### src/rtl/gfs_pkg.sv
package gfs_pkg;
  typedef enum logic [2:0] {
    ST_OFF,
    ST_BLANK,
    ST_ON,
    ST_SOFT,
    ST_HARD,
    ST_REARM
  } gfs_state_t;

  // gate drive is enabled in these states
  function automatic logic gfs_drives_gate(input gfs_state_t s);
    return (s == ST_BLANK) || (s == ST_ON);
  endfunction

  // fault period: soft discharge or hard clamp
  function automatic logic gfs_in_fault(input gfs_state_t s);
    return (s == ST_SOFT) || (s == ST_HARD);
  endfunction

  // counter width that holds values 0 .. limit-1
  function automatic int gfs_cnt_width(input int limit);
    return (limit > 2) ? $clog2(limit) : 1;
  endfunction
endpackage

### src/rtl/gfs_timer.sv
module gfs_timer #(
  parameter int LIMIT = 8
) (
  input  logic clk,
  input  logic rst_n,
  input  logic clr,
  input  logic run,
  output logic done
);
  import gfs_pkg::*;
  localparam int W = gfs_cnt_width(LIMIT);
  localparam logic [W-1:0] LAST = W'(LIMIT - 1);

  logic [W-1:0] cnt;

  assign done = (cnt == LAST);

  always_ff @(posedge clk or negedge rst_n) begin
    if (!rst_n)          cnt <= '0;
    else if (clr)        cnt <= '0;
    else if (run && !done) cnt <= cnt + 1'b1;
  end


  tmr_sat_chk: assert property (@(posedge clk) disable iff (!rst_n)
    (run && !clr && done) |=> done);

  tmr_clr_chk: assert property (@(posedge clk) disable iff (!rst_n)
    clr |=> (cnt == '0));
endmodule

### src/rtl/gfs_uvlo.sv
module gfs_uvlo (
  input  logic clk,
  input  logic rst_n,
  input  logic sup_above_hi,
  input  logic sup_below_lo,
  output logic lock
);
  always_ff @(posedge clk or negedge rst_n) begin
    if (!rst_n)            lock <= 1'b1;
    else if (sup_below_lo) lock <= 1'b1;
    else if (sup_above_hi) lock <= 1'b0;
  end


  uv_engage_chk: assert property (@(posedge clk) disable iff (!rst_n)
    sup_below_lo |=> lock);

  uv_hold_chk: assert property (@(posedge clk) disable iff (!rst_n)
    (!sup_below_lo && !sup_above_hi) |=> $stable(lock));
endmodule

### src/rtl/gfs_seq.sv
module gfs_seq (
  input  logic clk,
  input  logic rst_n,
  input  logic cmd_on,
  input  logic desat_hi,
  input  logic gate_below_lo,
  input  logic lock,
  input  logic blank_done,
  input  logic mute_done,
  output logic blank_clr,
  output logic blank_run,
  output logic mute_clr,
  output logic mute_run,
  output logic gate_en,
  output logic soft_dis_en,
  output logic hard_pd_en,
  output logic clamp_en,
  output logic fault_n
);
  import gfs_pkg::*;

  gfs_state_t state, nxt;
  logic clamp_q;

  // named internal events
  logic desat_hit;   // desaturation accepted while on past blanking
  logic turn_off;    // command or lockout removes the gate
  logic rearm_wait;  // fault released, waiting for a low command

  assign desat_hit  = (state == ST_ON) && desat_hi;
  assign turn_off   = !cmd_on || lock;
  assign rearm_wait = (state == ST_REARM);

  always_comb begin
    nxt = state;
    unique case (state)
      ST_OFF:   if (cmd_on && !lock) nxt = ST_BLANK;
      ST_BLANK: if (turn_off) nxt = ST_OFF;
                else if (blank_done) nxt = ST_ON;
      ST_ON:    if (desat_hit) nxt = ST_SOFT;
                else if (turn_off) nxt = ST_OFF;
      ST_SOFT:  if (gate_below_lo) nxt = ST_HARD;
      ST_HARD:  if (mute_done) nxt = ST_REARM;
      ST_REARM: if (!cmd_on) nxt = ST_OFF;
      default:  nxt = ST_OFF;
    endcase
  end

  assign blank_clr = (state == ST_OFF) && (nxt == ST_BLANK);
  assign blank_run = (state == ST_BLANK);
  assign mute_clr  = desat_hit;
  assign mute_run  = gfs_in_fault(state);

  always_ff @(posedge clk or negedge rst_n) begin
    if (!rst_n) begin
      state   <= ST_OFF;
      clamp_q <= 1'b1;
    end else begin
      state <= nxt;
      if (gfs_drives_gate(nxt)) clamp_q <= 1'b0;
      else if (gate_below_lo)   clamp_q <= 1'b1;
    end
  end

  assign gate_en     = gfs_drives_gate(state);
  assign soft_dis_en = (state == ST_SOFT);
  assign hard_pd_en  = (state == ST_HARD);
  assign clamp_en    = clamp_q;
  assign fault_n     = !gfs_in_fault(state);


  lock_gate_chk: assert property (@(posedge clk) disable iff (!rst_n)
    lock |=> !gate_en);

  soft_only_chk: assert property (@(posedge clk) disable iff (!rst_n)
    soft_dis_en |-> (!hard_pd_en && !gate_en));

  hard_entry_chk: assert property (@(posedge clk) disable iff (!rst_n)
    $rose(hard_pd_en) |-> ($past(gate_below_lo) && $past(soft_dis_en)));

  fault_gate_chk: assert property (@(posedge clk) disable iff (!rst_n)
    !fault_n |=> !gate_en);

  clamp_excl_chk: assert property (@(posedge clk) disable iff (!rst_n)
    clamp_en |-> !gate_en);

  rearm_chk: assert property (@(posedge clk) disable iff (!rst_n)
    (rearm_wait && cmd_on) |=> !gate_en);

  blank_ignore_chk: assert property (@(posedge clk) disable iff (!rst_n)
    (blank_run || !gate_en) && fault_n |=> fault_n);
endmodule

### src/rtl/gate_fault_sequencer.sv
module gate_fault_sequencer #(
  parameter int BLANK_CYC = 8,
  parameter int MUTE_CYC  = 64
) (
  input  logic clk,
  input  logic rst_n,
  input  logic cmd_on,
  input  logic desat_hi,
  input  logic gate_below_lo,
  input  logic sup_above_hi,
  input  logic sup_below_lo,
  output logic gate_en,
  output logic soft_dis_en,
  output logic hard_pd_en,
  output logic clamp_en,
  output logic fault_n
);
  logic lock;
  logic blank_clr, blank_run, blank_done;
  logic mute_clr, mute_run, mute_done;

  gfs_uvlo uvlo_i (
    .clk(clk), .rst_n(rst_n),
    .sup_above_hi(sup_above_hi), .sup_below_lo(sup_below_lo),
    .lock(lock)
  );

  gfs_timer #(.LIMIT(BLANK_CYC)) blank_tmr_i (
    .clk(clk), .rst_n(rst_n), .clr(blank_clr), .run(blank_run), .done(blank_done)
  );

  gfs_timer #(.LIMIT(MUTE_CYC)) mute_tmr_i (
    .clk(clk), .rst_n(rst_n), .clr(mute_clr), .run(mute_run), .done(mute_done)
  );

  gfs_seq seq_i (
    .clk(clk), .rst_n(rst_n),
    .cmd_on(cmd_on), .desat_hi(desat_hi), .gate_below_lo(gate_below_lo),
    .lock(lock), .blank_done(blank_done), .mute_done(mute_done),
    .blank_clr(blank_clr), .blank_run(blank_run),
    .mute_clr(mute_clr), .mute_run(mute_run),
    .gate_en(gate_en), .soft_dis_en(soft_dis_en), .hard_pd_en(hard_pd_en),
    .clamp_en(clamp_en), .fault_n(fault_n)
  );

  initial begin

    blank_len_chk: assert (BLANK_CYC >= 1);

    mute_len_chk: assert (MUTE_CYC >= 2);
  end
endmodule

### config.mk
export PLATFORM = sky130hd
export DESIGN_NAME = gate_fault_sequencer
export DESIGN_NICKNAME = d
export VERILOG_FILES = /design/src/rtl/gfs_pkg.sv /design/src/rtl/gfs_timer.sv /design/src/rtl/gfs_uvlo.sv /design/src/rtl/gfs_seq.sv /design/src/rtl/gate_fault_sequencer.sv
export SDC_FILE = /design/constraint.sdc
export NUM_CORES = 1
export LEC_CHECK = 0
export BUFFER_PORTS_ARGS = -buffer_cell sky130_fd_sc_hd__buf_2
export CELL_PAD_IN_SITES_DETAIL_PLACEMENT = 2
export CELL_PAD_IN_SITES_GLOBAL_PLACEMENT = 2
export CORE_ASPECT_RATIO = 0.9
export CORE_MARGIN = 1
export CORE_UTILIZATION = 36
export DETAILED_ROUTE_END_ITERATION = 16
export MAX_ROUTING_LAYER = met4
export PLACE_DENSITY_LB_ADDON = 0.08
export SYNTH_ARGS = -nofsm -noshare
export SYNTH_HDL_FRONTEND = slang
export SYNTH_HIERARCHICAL = 1
export SYNTH_SLANG_ARGS = --single-unit
export TNS_END_PERCENT = 50
### constraint.sdc
create_clock -name clk -period 2.2 [get_ports clk]
set_input_delay 0.22 -clock clk [delete_from_list [all_inputs] [get_ports clk]]
set_output_delay 0.22 -clock clk [all_outputs]
set_load 0.02 [all_outputs]
### Yosys cells after proc, flatten, opt, wreduce, memory -nomap -nowiden

Cells that the tools add are included.

* add/subtract/negate cells: 2
* eq/ne operators: 9
* mux-type cells: 17
* reduce and logical (&&, ||, !) cells: 19

Operators with widths (number)
* two-way mux 3 bit: 10
* case mux 3 bit (6 select lines): 1
* two-way mux 6 bit: 2
* == test 3 x 2 -> 1 bit (second input constant): 3
* == test 3 bit (second input constant): 3
* nonzero test 2 bit: 4
* adder 6 x 1 -> 6 bit (second input constant): 1
* == test 3 x 1 -> 1 bit (second input constant): 2
* == test 6 bit (second input constant): 1
* logical AND 1 bit: 5
* zero test 1 bit: 5
* logical OR 1 bit: 4
* two-way mux 1 bit: 4
* adder 3 x 1 -> 3 bit (second input constant): 1
* zero test 3 bit: 1

* bits in registers: 14
* input port bits: 7
* logic and storage cells: 52

### Logic depth before layout (Yosys ltp)

* depth after elaboration: 8
* depth in mapped cells: 7
* mapped depth without buffers: 6

### Modules after synthesis

Netlist, hierarchy kept.

Modules (own cells, without submodules)
* gfs_timer at mute_tmr_i: instances 1, cells each 39, area each 380.4 µm²
* gfs_seq: instances 1, cells each 39, area each 366.6 µm²
* gfs_timer at blank_tmr_i: instances 1, cells each 15, area each 183.9 µm²
* gfs_uvlo: instances 1, cells each 3, area each 37.5 µm²

### Least setup slack after synthesis

No wires, ideal clock.

* kind: register to register
* start: register seq_i.state[0]
* end: register mute_tmr_i.cnt[1]
* arrival: 1.504 ns
* data required time: 2.065 ns
* slack: 0.561 ns
* cell stages (with the launch flop): 6
* path buffers: 1
* clock period less this slack: 1.639 ns
* path through: dfrtp_1 > buf_4 > nor3_1 > inv_1 > a41oi_1 > o211ai_1

* elaborated cells on any way between the ends: 8
* those cells by class: eq/ne (3); mux (1); reduce/logical (4)

RTL lines
* start: declaration: RTL line gfs_seq.sv:22 `gfs_state_t state, nxt;`
* start signal: assignment: RTL line gfs_seq.sv:59 `state <= nxt;`
* == test 3 x 2 -> 1 bit (*): RTL line gfs_seq.sv:30 `assign desat_hit = (state == ST_ON) && desat_hi;`
* logical AND 1 bit (*): RTL line gfs_seq.sv:30
* named net mute_clr: RTL line gate_fault_sequencer.sv:20 `logic mute_clr, mute_run, mute_done;`
* two-way mux 6 bit / nonzero test 2 bit (equally long branches)
* end signal: assignment: RTL line gfs_timer.sv:21 `else if (run && !done) cnt <= cnt + 1'b1;`
* end: declaration: RTL line gfs_timer.sv:14 `logic [W-1:0] cnt;`

Mark *: on every way through the listed nets, which the timed path passes. The rest lies on a longest branch.
A chain may end at the register's enable or synchronous reset.

### Worst setup path after layout

* start: register seq_i.state[1]
* end: output port fault_n

* word-level cells in the longest chain between the ends: 3
* elaborated cells on any way between the ends: 4
* those cells by class: eq/ne (2); reduce/logical (2)

Ends and longest elaborated chain
* == test 3 x 2 -> 1 bit / == test 3 bit (equally long branches)
* logical OR 1 bit (*)
* named net mute_run: RTL line gate_fault_sequencer.sv:20
* zero test 1 bit (*): RTL line gfs_seq.sv:69 `assign fault_n = !gfs_in_fault(state);`
* end: declaration: RTL line gate_fault_sequencer.sv:16 `output logic fault_n`

Marked as above.

==> Flow_metrics.wiki <==
{| class="wikitable"
! Metric !! Value
|-
| F_max || 500 MHz
|-
| Internal power of the cells || 0.000695 W
|-
| Power Density || 1120 nW/um^2
|-
| Post-CTS sizing || 0
|-
| Post-synth top area share || 0.310
|-
| P_sw || 0.000522 W
|-
| Post-layout nets || 123
|-
| Clock tree sinks || 14
|-
| Via count of the first global-routing pass || 805
|-
| Critical path launch point type || flop
|-
| Tightest slew margin relative to the limit || 0.707
|-
| PortBufs || 11
|-
| Routed wire length || 2280 um
|-
| Cell chosen for the clock root || sky130_fd_sc_hd__clkbuf_4
|-
| Fin crit period || 2.00 ns
|-
| Number of buffers created by CTS || 3
|-
| Final Max Slew Viols || 0
|-
| Multi-input gate area in the final layout || 551 sq um
|-
| Synth warn || 6
|-
| RSZ-0062 raised after global routing || false
|-
| Final Core Density || 0.433
|-
| Number of buffers inserted by post-CTS setup repair || 0
|-
| Failing checks || DRC
|-
| Number of ports placed on the die boundary || 12
|-
| Data arrival time at the worst-slack endpoint || 1.78 ns
|-
| Detail Placement HPWL || 1770 um
|-
| Die extent in y || 51.2 um
|-
| Fraction of power consumed by combinational cells || 0.474
|-
| Hold crit path type || input pin to flop
|-
| Fill cells || 276
|-
| Fraction of final layout cells with drive strength greater than 1 || 0.306
|-
| Count of antenna-violating nets left after detailed routing || 0
|-
| Total of flip-flops plus latches after synthesis || 14
|-
| Initial core utilization || 0.386
|-
| Maximum number of pins on one net before global-route repair || 15
|-
| Synth-to-layout area growth || 12.1%
|-
| Number of cells traversed by the worst register-to-register path || 4
|-
| Clock power share || 0.124
|-
| Post-route clock period utilization || 0.910
|-
| Vias per inst || 5.61
|-
| Mean instance size in the synthesized netlist || 10.1 sq um
|-
| Gpl congestion || 0.729
|-
| Pre-antenna DRT Iters || 10
|-
| Total via count after detailed routing || 780
|-
| Prevailing post-synth register cell || sky130_fd_sc_hd__dfrtp_1
|-
| Maximum vdd ir drop || 366 uV
|-
| Worst Clk Skew || 0.00563 ns
|-
| Static Leak || 0.467 nW
|-
| Die Area || 2900 sq um
|-
| Cell variety after synth || 47
|-
| Share of total power consumed by net switching || 0.429
|-
| Fraction of registers with async set/reset || 1.00
|-
| H-tree levels || 1
|-
| Number of violations of the max-capacitance limit || 0
|-
| Clock Path Buffers || 2
|-
| Largest area contributor in the netlist || sky130_fd_sc_hd__dfrtp_1
|-
| Global-route total usage across every layer || 0.184
|-
| Worst EP required || 1.98 ns
|-
| Antenna cells || 0
|-
| Final hold vios || 0
|-
| Placeable core area || 2510 sq um
|-
| FF+latch area || 353 sq um
|-
| Horiz. Die Dim || 56.7 um
|-
| Net Count, Synth || 106
|-
| Clock latency at the later pin of the worst-skew pair || 0.28 ns
|-
| DRC violation total after the first TritonRoute iteration || 27
|-
| CP endpoint kind || output port
|-
| EDFF count, synth || 0
|-
| Hold path cells || 2
|-
| Worst-Margin Slew || 0.439 ns
|-
| Wire length of the first global-routing pass || 3910 um
|-
| Grt total ovfl || 0
|-
| DRC || 4
|-
| Result of the run || finished, violations left
|-
| Std cell rows || 17
|-
| Clock-pin slew on the worst setup and hold paths || 0.09 ns
|-
| Worst-path fanout max || 11
|-
| Number of antenna violations at the first check in global routing || 0
|-
| Total of endpoints with negative setup slack in the final report || 0
|-
| Hold slack final || 0.109 ns
|-
| Sequential share of the synthesized area || 0.364
|-
| Worst setup path category || flop to output port
|-
| Setup TNS || 0 ns
|-
| Cells after Synth || 96
|-
| Post-DR wirelength/cell || 16.4 um
|-
| Clock tree from TritonCTS || built
|-
| Cell Area, Synth || 968 sq um
|-
| Cell types with the largest area share after synthesis || sky130_fd_sc_hd__dfrtp_1 31%, sky130_fd_sc_hd__dfstp_2 5.4%, sky130_fd_sc_hd__ha_1 3.9%, sky130_fd_sc_hd__nor3b_1 3.1%, sky130_fd_sc_hd__nor2b_4 2.8%
|-
| Sequential group share of total power || 0.402
|}
[Yosys cell counts, types with 2 or more instances]
| library cell | instances |
|---|---|
| sky130_fd_sc_hd__dfstp_2 | 2 |
| sky130_fd_sc_hd__dfrtp_1 | 12 |
| sky130_fd_sc_hd__nor3b_1 | 4 |
| sky130_fd_sc_hd__inv_1 | 6 |
| sky130_fd_sc_hd__a21oi_1 | 2 |
| sky130_fd_sc_hd__nor2_2 | 2 |
| sky130_fd_sc_hd__nand4_1 | 2 |
| sky130_fd_sc_hd__nor2_1 | 7 |
| sky130_fd_sc_hd__nor2b_1 | 4 |
| sky130_fd_sc_hd__ha_1 | 3 |
| sky130_fd_sc_hd__buf_6 | 2 |
| sky130_fd_sc_hd__nand2_1 | 4 |
| sky130_fd_sc_hd__nand2b_1 | 4 |
| sky130_fd_sc_hd__nor3_1 | 3 |
| sky130_fd_sc_hd__o21ai_1 | 2 |
| sky130_fd_sc_hd__nor2b_4 | 2 |
| sky130_fd_sc_hd__o211ai_1 | 2 |
| sky130_fd_sc_hd__nand4b_1 | 2 |
| sky130_fd_sc_hd__nand4bb_1 | 2 |
| sky130_fd_sc_hd__buf_4 | 2 |
[critical path, stage by stage, from the launching register on]
cell	delay (ns)
sky130_fd_sc_hd__dfrtp_1	0.54
sky130_fd_sc_hd__nand2b_1	0.28
sky130_fd_sc_hd__o22ai_1	0.31
sky130_fd_sc_hd__buf_4	0.19
sky130_fd_sc_hd__inv_1	0.03
sky130_fd_sc_hd__buf_2	0.15
[layer usage]
| metal | vias to the layer above | global-route usage | part of all wire |
|---|---|---|---|
| li1 | 381 | - | - |
| met1 | 384 | 0.249 | 0.51 |
| met2 | 13 | 0.288 | 0.45 |
| met3 | 2 | 0.0304 | 0.033 |
| met4 | 0 | 0.0500 | 0.0035 |
| met5 | - | - | 0 |
[metrics by stage]
step	instances	cell area (sq um)	setup WS, ns	power, W
finish	139	1090	0.199	0.00122
global route	139	1090	0.0637	0.00132
CTS	139	1090	0.189	0.00123
detailed placement	135	1050	0.374	0.00108
global placement	135	1050	0.494	0.00104
floorplan	96	968	0.561	0.000914
[layout make-up]
class,count,share of cell area
timing repair buffer,17,0.0945
sequential,14,0.325
tap,28,0.0323
clock buffer,3,0.0207
inverter,6,0.0207
multi-input combinational,71,0.507
[sequential cells by signal (all words and copies together) (netlist names)]
register         flops
uvlo_i/lock          1
seq_i/state          3
blank_tmr_i/cnt      3
seq_i/clamp_en       1
mute_tmr_i/cnt       6
[power groups by stage]
stage | clock network (W) | logic, W | registers (W)
CTS | 0.000160 | 0.000585 | 0.000490
floorplan | 0 | 0.000477 | 0.000437
finish | 0.000150 | 0.000577 | 0.000490
detailed placement | 0 | 0.000582 | 0.000495
global route | 0.000166 | 0.000643 | 0.000510
global placement | 0 | 0.000557 | 0.000487
[cells in the final DEF, fill, tap and decap left out, drive strengths merged, types with 2 or more instances in the layout]
master | Yosys | layout
nand2b | 5 | 5
nand4b | 2 | 2
nor2b | 6 | 6
nor3b | 4 | 4
o21ai | 3 | 3
inv | 6 | 6
a21oi | 2 | 2
a211oi | 2 | 2
nand4 | 2 | 2
nand2 | 6 | 6
clkbuf | 0 | 3
nand4bb | 2 | 2
buf | 5 | 16
nor2 | 9 | 9
dfstp | 2 | 2
o211ai | 2 | 2
nor3 | 3 | 3
ha | 3 | 3
dfrtp | 12 | 12
[cells by family after synthesis]
| family | Yosys count | synth area share |
|---|---|---|
| AOI/OAI and AO/OA | 20 | 0.183 |
| xor gates and xnor gates | 1 | 0.00905 |
| adders and majority gates | 3 | 0.0388 |
| buffers and inverters | 11 | 0.0672 |
| DFF | 14 | 0.364 |
| muxes | 2 | 0.0258 |
| and+or+nand+nor | 45 | 0.311 |
[final timing paths]
| kind | from | slack (ns) | endpoint |
|---|---|---|---|
| max | seq_i/state[1] | 0.20 | fault_n |
| min | sup_below_lo | 0.11 | uvlo_i/lock |
| max reg2reg | seq_i/state[1] | 0.35 | mute_tmr_i/cnt[5] |
| min reg2reg | seq_i/clamp_en | 0.51 | seq_i/clamp_en |
| max in group asynchronous | rst_n | 1.53 | seq_i/clamp_en |
| min in group asynchronous | rst_n | 0.36 | mute_tmr_i/cnt[3] |
[what timing repair did]
| item | 4_1_cts | 5_1_grt |
|---|---|---|
| hold buffers | 1 | 0 |
| setup endpoints to repair | 0 | 0 |
| endpoints found under the hold margin | 12 | 0 |
Power figures use the tool's default switching activity.
